File: src/rtl/strap_pkg.sv
package strap_pkg;
  // Power-on sequencing: sample while in reset, hold one cycle, then run.
  typedef enum logic [1:0] {
    PH_SAMPLE = 2'd0,
    PH_HOLD   = 2'd1,
    PH_RUN    = 2'd2
  } phase_t;

  // Strobes from the sequencer to the datapath.
  typedef struct packed {
    logic sampleEn;  // capture registers follow the pins this edge
    logic updateEn;  // effective outputs reload this edge
    logic driveEn;   // pins may drive as outputs
  } strobe_t;
endpackage

File: src/rtl/strap_ctrl.sv
module strap_ctrl
  import strap_pkg::*;
(
  input  logic    clk,
  input  logic    porRstN,
  output strobe_t strobes
);
  phase_t phaseQ, phaseD;

  always_comb begin
    phaseD = phaseQ;
    unique case (phaseQ)
      PH_SAMPLE: phaseD = PH_HOLD;
      PH_HOLD:   phaseD = PH_RUN;
      PH_RUN:    phaseD = PH_RUN;
      default:   phaseD = PH_SAMPLE;
    endcase
  end

  always_ff @(posedge clk or negedge porRstN) begin
    if (!porRstN) phaseQ <= PH_SAMPLE;
    else          phaseQ <= phaseD;
  end

  always_comb begin
    strobes.sampleEn = (phaseQ == PH_SAMPLE);
    strobes.updateEn = (phaseQ != PH_SAMPLE);
    strobes.driveEn  = (phaseQ == PH_RUN);
  end


  drive_after_close_chk: assert property (@(posedge clk) disable iff (!porRstN)
    $fell(strobes.sampleEn) |=> strobes.driveEn);


  drive_sticky_chk: assert property (@(posedge clk) disable iff (!porRstN)
    strobes.driveEn |=> strobes.driveEn);
endmodule

File: src/rtl/strap_datapath.sv
module strap_datapath
  import strap_pkg::*;
#(
  parameter int FS_W = 4,
  parameter int SH_W = 4,
  localparam int CODE_W = FS_W + 1
)(
  input  logic              clk,
  input  logic              porRstN,
  input  strobe_t           strobes,
  input  logic [FS_W-1:0]   strapFsPin,
  input  logic              strapAgpPin,
  input  logic              cfgRegSel,
  input  logic [CODE_W-1:0] cfgFreqCode,
  input  logic              cfgAgpToggle,
  input  logic              modePin,
  input  logic [SH_W-1:0]   sharedPinIn,
  output logic              strapOe,
  output logic              sharedSdramOe,
  output logic [SH_W-1:0]   stopCtrlN,
  output logic [CODE_W-1:0] effFreqCode,
  output logic              effAgpSel,
  output logic [FS_W-1:0]   fsReadback,
  output logic              agpReadback
);
  logic [FS_W-1:0]   latchFs;
  logic              latchAgp;
  logic [CODE_W-1:0] nextCode;
  logic              nextAgp;

  // Capture: frequency straps are stored inverted, AGP strap as is.
  always_ff @(posedge clk) begin
    if (strobes.sampleEn) begin
      latchFs  <= ~strapFsPin;
      latchAgp <= strapAgpPin;
    end
  end

  always_comb begin
    nextCode = cfgRegSel ? cfgFreqCode : {latchFs, 1'b0};
    nextAgp  = latchAgp ^ cfgAgpToggle;
  end

  always_ff @(posedge clk or negedge porRstN) begin
    if (!porRstN) begin
      effFreqCode <= '0;
      effAgpSel   <= 1'b0;
    end else if (strobes.updateEn) begin
      effFreqCode <= nextCode;
      effAgpSel   <= nextAgp;
    end
  end

  assign fsReadback    = latchFs;
  assign agpReadback   = latchAgp;
  assign strapOe       = strobes.driveEn;
  assign sharedSdramOe = strobes.driveEn & ~modePin;

  for (genvar i = 0; i < SH_W; i++) begin : g_stop
    assign stopCtrlN[i] = modePin ? sharedPinIn[i] : 1'b1;
  end


  latch_frozen_chk: assert property (@(posedge clk) disable iff (!porRstN)
    !strobes.sampleEn |=> $stable(fsReadback) && $stable(agpReadback));


  reg_code_chk: assert property (@(posedge clk) disable iff (!porRstN)
    strobes.updateEn && cfgRegSel |=> effFreqCode == $past(cfgFreqCode));


  strap_code_chk: assert property (@(posedge clk) disable iff (!porRstN)
    strobes.updateEn && !cfgRegSel |=> effFreqCode == {fsReadback, 1'b0});


  agp_toggle_chk: assert property (@(posedge clk) disable iff (!porRstN)
    strobes.updateEn |=> effAgpSel == ($past(agpReadback) ^ $past(cfgAgpToggle)));


  mode_oe_chk: assert property (@(posedge clk) disable iff (!porRstN)
    modePin |-> !sharedSdramOe);
endmodule

File: src/rtl/strap_select_top.sv
module strap_select_top
  import strap_pkg::*;
#(
  parameter int FS_W = 4,
  parameter int SH_W = 4
)(
  input  logic            clk,
  input  logic            porRstN,
  input  logic [FS_W-1:0] strapFsPin,
  input  logic            strapAgpPin,
  input  logic            cfgRegSel,
  input  logic [FS_W:0]   cfgFreqCode,
  input  logic            cfgAgpToggle,
  input  logic            modePin,
  input  logic [SH_W-1:0] sharedPinIn,
  output logic            strapOe,
  output logic            sharedSdramOe,
  output logic [SH_W-1:0] stopCtrlN,
  output logic [FS_W:0]   effFreqCode,
  output logic            effAgpSel,
  output logic [FS_W-1:0] fsReadback,
  output logic            agpReadback
);
  strobe_t strobes;

  strap_ctrl u_ctrl (
    .clk     (clk),
    .porRstN (porRstN),
    .strobes (strobes)
  );

  strap_datapath #(.FS_W(FS_W), .SH_W(SH_W)) u_dp (
    .clk           (clk),
    .porRstN       (porRstN),
    .strobes       (strobes),
    .strapFsPin    (strapFsPin),
    .strapAgpPin   (strapAgpPin),
    .cfgRegSel     (cfgRegSel),
    .cfgFreqCode   (cfgFreqCode),
    .cfgAgpToggle  (cfgAgpToggle),
    .modePin       (modePin),
    .sharedPinIn   (sharedPinIn),
    .strapOe       (strapOe),
    .sharedSdramOe (sharedSdramOe),
    .stopCtrlN     (stopCtrlN),
    .effFreqCode   (effFreqCode),
    .effAgpSel     (effAgpSel),
    .fsReadback    (fsReadback),
    .agpReadback   (agpReadback)
  );


  reset_quiet_chk: assert property (@(posedge clk)
    !porRstN |-> !strapOe && !sharedSdramOe && effFreqCode == '0 && !effAgpSel);
endmodule

File: config.mk
export PLATFORM = sky130hd
export DESIGN_NAME = strap_select_top
export DESIGN_NICKNAME = d
export VERILOG_FILES = /design/src/rtl/strap_pkg.sv /design/src/rtl/strap_ctrl.sv /design/src/rtl/strap_datapath.sv /design/src/rtl/strap_select_top.sv
export SDC_FILE = /design/constraint.sdc
export NUM_CORES = 1
export LEC_CHECK = 0
export BUFFER_PORTS_ARGS = -buffer_cell sky130_fd_sc_hd__buf_2
export CAP_MARGIN = 25
export CORE_MARGIN = 1.5
export CORE_UTILIZATION = 43
export DETAILED_ROUTE_END_ITERATION = 8
export PLACE_DENSITY = 0.79
export SLEW_MARGIN = 10
export SYNTH_ARGS = -nofsm -noshare
export SYNTH_HDL_FRONTEND = slang
export SYNTH_SLANG_ARGS = --single-unit
File: constraint.sdc
create_clock -name clk -period 2.3 [get_ports clk]
set_input_delay 0.46 -clock clk [delete_from_list [all_inputs] [get_ports clk]]
set_output_delay 0.46 -clock clk [all_outputs]
set_load 0.1 [all_outputs]
Word-level counts from Yosys, hierarchy flattened
Index checks and enable logic that the tools add are counted.
{ "word_totals": {"regBits": 13, "in_bits": 19, "out_inout_bits": 17, "elab_cells": 20} }
{ "op_classes": {"n_eq_ne": 2, "n_mux": 6, "bitwise_logic": 4, "reduce_logical": 3} }
{ "ops": {"columns": ["op", "count"], "rows": [
  ["two-way mux 5 bit", 1],
  ["two-way mux 1 bit", 4],
  ["NOT 4 bit", 1],
  ["case mux 2 bit (2 select lines)", 1],
  ["== test 2 x 1 -> 1 bit, second input constant", 1],
  ["== test 2 bit, second input constant", 1],
  ["zero test 2 bit", 1],
  ["nonzero test 2 bit", 1],
  ["OR reduction 2 bit", 1],
  ["bitwise AND 1 bit", 1],
  ["NOT 1 bit", 1],
  ["XOR 1 bit", 1]
]} }

Longest topological paths before layout
{ "depth": {"ltp_word": 3, "depth_mapped": 5} }

Cells and area by module
From an unflattened synthesis, not the netlist that was laid out.
{ "unflattened": {"cells_unflattened": 50, "area_unflattened_um2": 585.6} }
{ "modules_own_cells": {"columns": ["mod", "n_inst", "cells_each", "area_each_um2"], "rows": [
  ["strap_datapath", 1, 41, 479.2],
  ["strap_ctrl", 1, 9, 106.4]
]} }

Least setup slack after synthesis
Ideal clock, no wire load.
{ "synth_timing": {"kind": "reg-to-output", "startpoint": "reg u_ctrl.phaseQ[0]", "endpoint": "out sharedSdramOe", "arrival_time_ps": 2679, "required_time_ps": 1840, "slack_ps": -839, "path_stages_with_launch": 4, "path_buffers": 0, "cell_sequence": "dfrtp_1 > inv_1 > ha_1 > nor2b_1"} }
{ "synth_between": {"elab_chain_cells": 2} }
{ "synth_lines": {"columns": ["element", "line", "rtl"], "rows": [
  ["start, declared", "strap_ctrl.sv:8", "phase_t phaseQ, phaseD;"],
  ["start signal, assigned", "strap_ctrl.sv:22", "else phaseQ <= phaseD;"],
  ["== test 2 bit", "strap_ctrl.sv:28", "strobes.driveEn = (phaseQ == PH_RUN);"],
  ["named net strapOe", "strap_select_top.sv:16", "output logic strapOe,"],
  ["bitwise AND 1 bit", "strap_datapath.sv:57", "assign sharedSdramOe = strobes.driveEn & ~modePin;"],
  ["end, declared", "strap_select_top.sv:17", "output logic sharedSdramOe,"]
]} }
The timed path passes the listed nets, and every way through them passes these cells.

Worst setup path in the final report
{ "layout_timing": {"startpoint": "reg u_ctrl.phaseQ[0]", "endpoint": "out sharedSdramOe"} }
{ "layout_between": {"elab_chain_cells": 2} }
{ "layout_lines": {"columns": ["element", "line"], "rows": [
  ["== test 2 bit", "strap_ctrl.sv:28"],
  ["bitwise AND 1 bit", "strap_datapath.sv:57"]
]} }
Every way passes these cells.

==> flow_summary.toml <==
[status]
status = "completed"

[timing]
finalSetupTns_ps = 0
fin_ws_ps = 369
final.min_clock_period_ps = 1930
finClkSkew_ps = 6.93
relSlewSlack = 0.605
tightest_slew_ps = 593
rsz0062_at_grt = "false"
final_hold_viol_count = 0
slew_violations = 0
finalSetupViolations = 0
fin_hold_ws_ps = 12.3
finalCritPeriodShare = 0.839
clock.fmax_ghz = 0.518

[setup_path]
cp_max_fo = 3
crit_slowest_cell = "buf_2"
startpoint_type = "flop"
required_ps = 1840
r2r_cells = 2
critPathKind = "reg -> out"
path_cells = "inv_1 > ha_2 > nor2b_4 > buf_2"
cp_data_arrival_time_ps = 1470
endpoint_kind = "output port"
critical-path-max-stage-delay_ps = 420

[grt]
grt-ovfl-total = 0
grt_max_degree = 18
grt_pass1_vias = 366
antenna_found_initial = 0
grt_usage = 0.172
grt_pass1_wl_mm = 1.61

[yosys]
synth-seq-cells = 13
yosysUniqueCellTypes = 13
synth_common_cells = "dfrtp_1 (8), nand2_1 (7), inv_1 (6)"
synth_edf_count = 5
ys.flop_type = "dfrtp_1"
ys_seq_area_frac = 0.619
synth.avg_cell_area_um2 = 12.0
postSynthCellCount = 47
async_flop_share = 0.615
yosys-top-cells-area = "dfrtp_1 (35%), edfxtp_1 (27%), mux2i_1 (7.1%)"
syn_area_um2 = 566
syn_nets = 69
yosys.cell_count.top_type = "dfrtp_1"
yosys.area.top_type = "dfrtp_1"
yosysWarnings = 0
netlist.area_leader.share = 0.354

[placement]
io_buffers = 35
place_inst = 94
gp_congestion = 0.649
placed_area_um2 = 749
dp_slack_ps = 661
dpl.hpwl_um = 921

[clock_network]
clk_path_buf_depth = 2
cts_hold_buffers = 0
clkSinkCount = 13
clkLatencyLatePin_ps = 270
cts_tree = "done"
clock-root-buffer = "clkbuf_4"
cts-resized-gates = 0
post_cts_buffers = 0
path_clk_slew_ps = 70
cts.htree.levels = 1
numCtsBuffers = 3

[routing]
drcViolationCount = 0
avgRoutedWirePerCell_um = 11.8
dr.pass1.iters = 4
viasPerCell = 4.58
ant_nets = 0
drtIter0Drc = 9
wl_mm = 1.15
via_count = 449

[power]
vdd_drop_max_mv = 0.389
p_leak_nw = 0.398
power_frac_comb = 0.235
clkPwrFrac = 0.265
swShare = 0.319
seqPwrFrac = 0.501
power_switching_mw = 0.159
p_per_area_nw_per_um2 = 640
fin_total_pwr_mw = 0.497
power.internal_mw = 0.338

[run]
drv_cap = 0

[final_layout]
fill_cells = 103
ff_latch_area_um2 = 350
utilization = 0.662
antenna_cells = 0
syn2layout_area_growth_pct = 37.2
finalInstanceArea_um2 = 776
drive_gt1_frac = 0.476
instances_no_fill = 98
multi_input_area_um2 = 184
layout.nets = 107

[floorplanning]
rows = 12
die-area_um2 = 1540
start_util = 0.483
coreArea_um2 = 1170
die_height_um = 39.3
die_x_um = 39.3
ios = 36

[hold_path]
hold_class = "in -> async"
layer usage:
metal  track usage  vias up  share of wire
met1         0.186      205           0.38
met5             0        -              0
met4        0.0603        0              0
met3        0.0795        0          0.069
li1              -      225              -
met2         0.292       19           0.55
power groups by stage:
stage	registers, mW	clock network (mW)	logic (mW)
2_1_floorplan	0.293	0	0.0486
3_5_place_dp	0.253	0	0.117
3_3_place_gp	0.253	0	0.116
6_report	0.249	0.131	0.117
4_1_cts	0.249	0.137	0.117
5_1_grt	0.249	0.149	0.122
state kept, by name (all words and copies together), names as in the netlist:
name              count
u_dp.agpReadback      1
u_dp.fsReadback       4
u_dp.effFreqCode      5
u_ctrl.phaseQ         2
u_dp.effAgpSel        1
worst paths after layout:
| kind | end | slack, ps | start |
|---|---|---|---|
| hold reg to reg | u_dp.effFreqCode[1] | 480 | u_dp.effFreqCode[1] |
| max in group asynchronous | u_dp.effFreqCode[4] | 2120 | porRstN |
| min in group clk | u_dp.agpReadback | 370 | strapAgpPin |
| setup / recovery | sharedSdramOe | 370 | u_ctrl.phaseQ[0] |
| hold / removal | u_dp.effFreqCode[1] | 10 | porRstN |
| setup reg to reg | u_dp.agpReadback | 920 | u_ctrl.phaseQ[0] |
worst max-delay path: cells and delay by family (launching register included):
| kind | cells | cell delay (ps) |
|---|---|---|
| buf+inv | 2 | 520 |
| flops | 1 | 360 |
| fa+ha+maj | 1 | 200 |
| simple gates | 1 | 120 |
layout make-up:
class / count / share of cell area
multi-input combinational: 26 / 0.237
inverter: 6 / 0.0290
sequential: 13 / 0.452
clock buffer: 4 / 0.0339
tap: 14 / 0.0226
timing repair buffer: 35 / 0.226
cell usage in the layout (no fill, tap or decap):
cell	instances
nand2b_1	4
nand2_1	7
clkbuf_4	3
ha_1	2
inv_1	6
o21ai_0	2
clkbuf_1	1
edfxtp_1	5
xnor2_1	1
buf_2	35
mux2i_1	4
nor2b_4	1
ha_2	1
o21ai_1	4
dfrtp_1	8
kinds of logic after synthesis:
| kind of cell | share of synthesized area |
|---|---|
| and+or+nand+nor | 0.102 |
| muxes | 0.0708 |
| AOI/OAI and AO/OA | 0.0531 |
| buffers and inverters | 0.0730 |
| xor gates and xnor gates | 0.0155 |
| DFF | 0.619 |
| adders and majority gates | 0.0664 |
No activity file was read; power rests on OpenSTA's default activity.
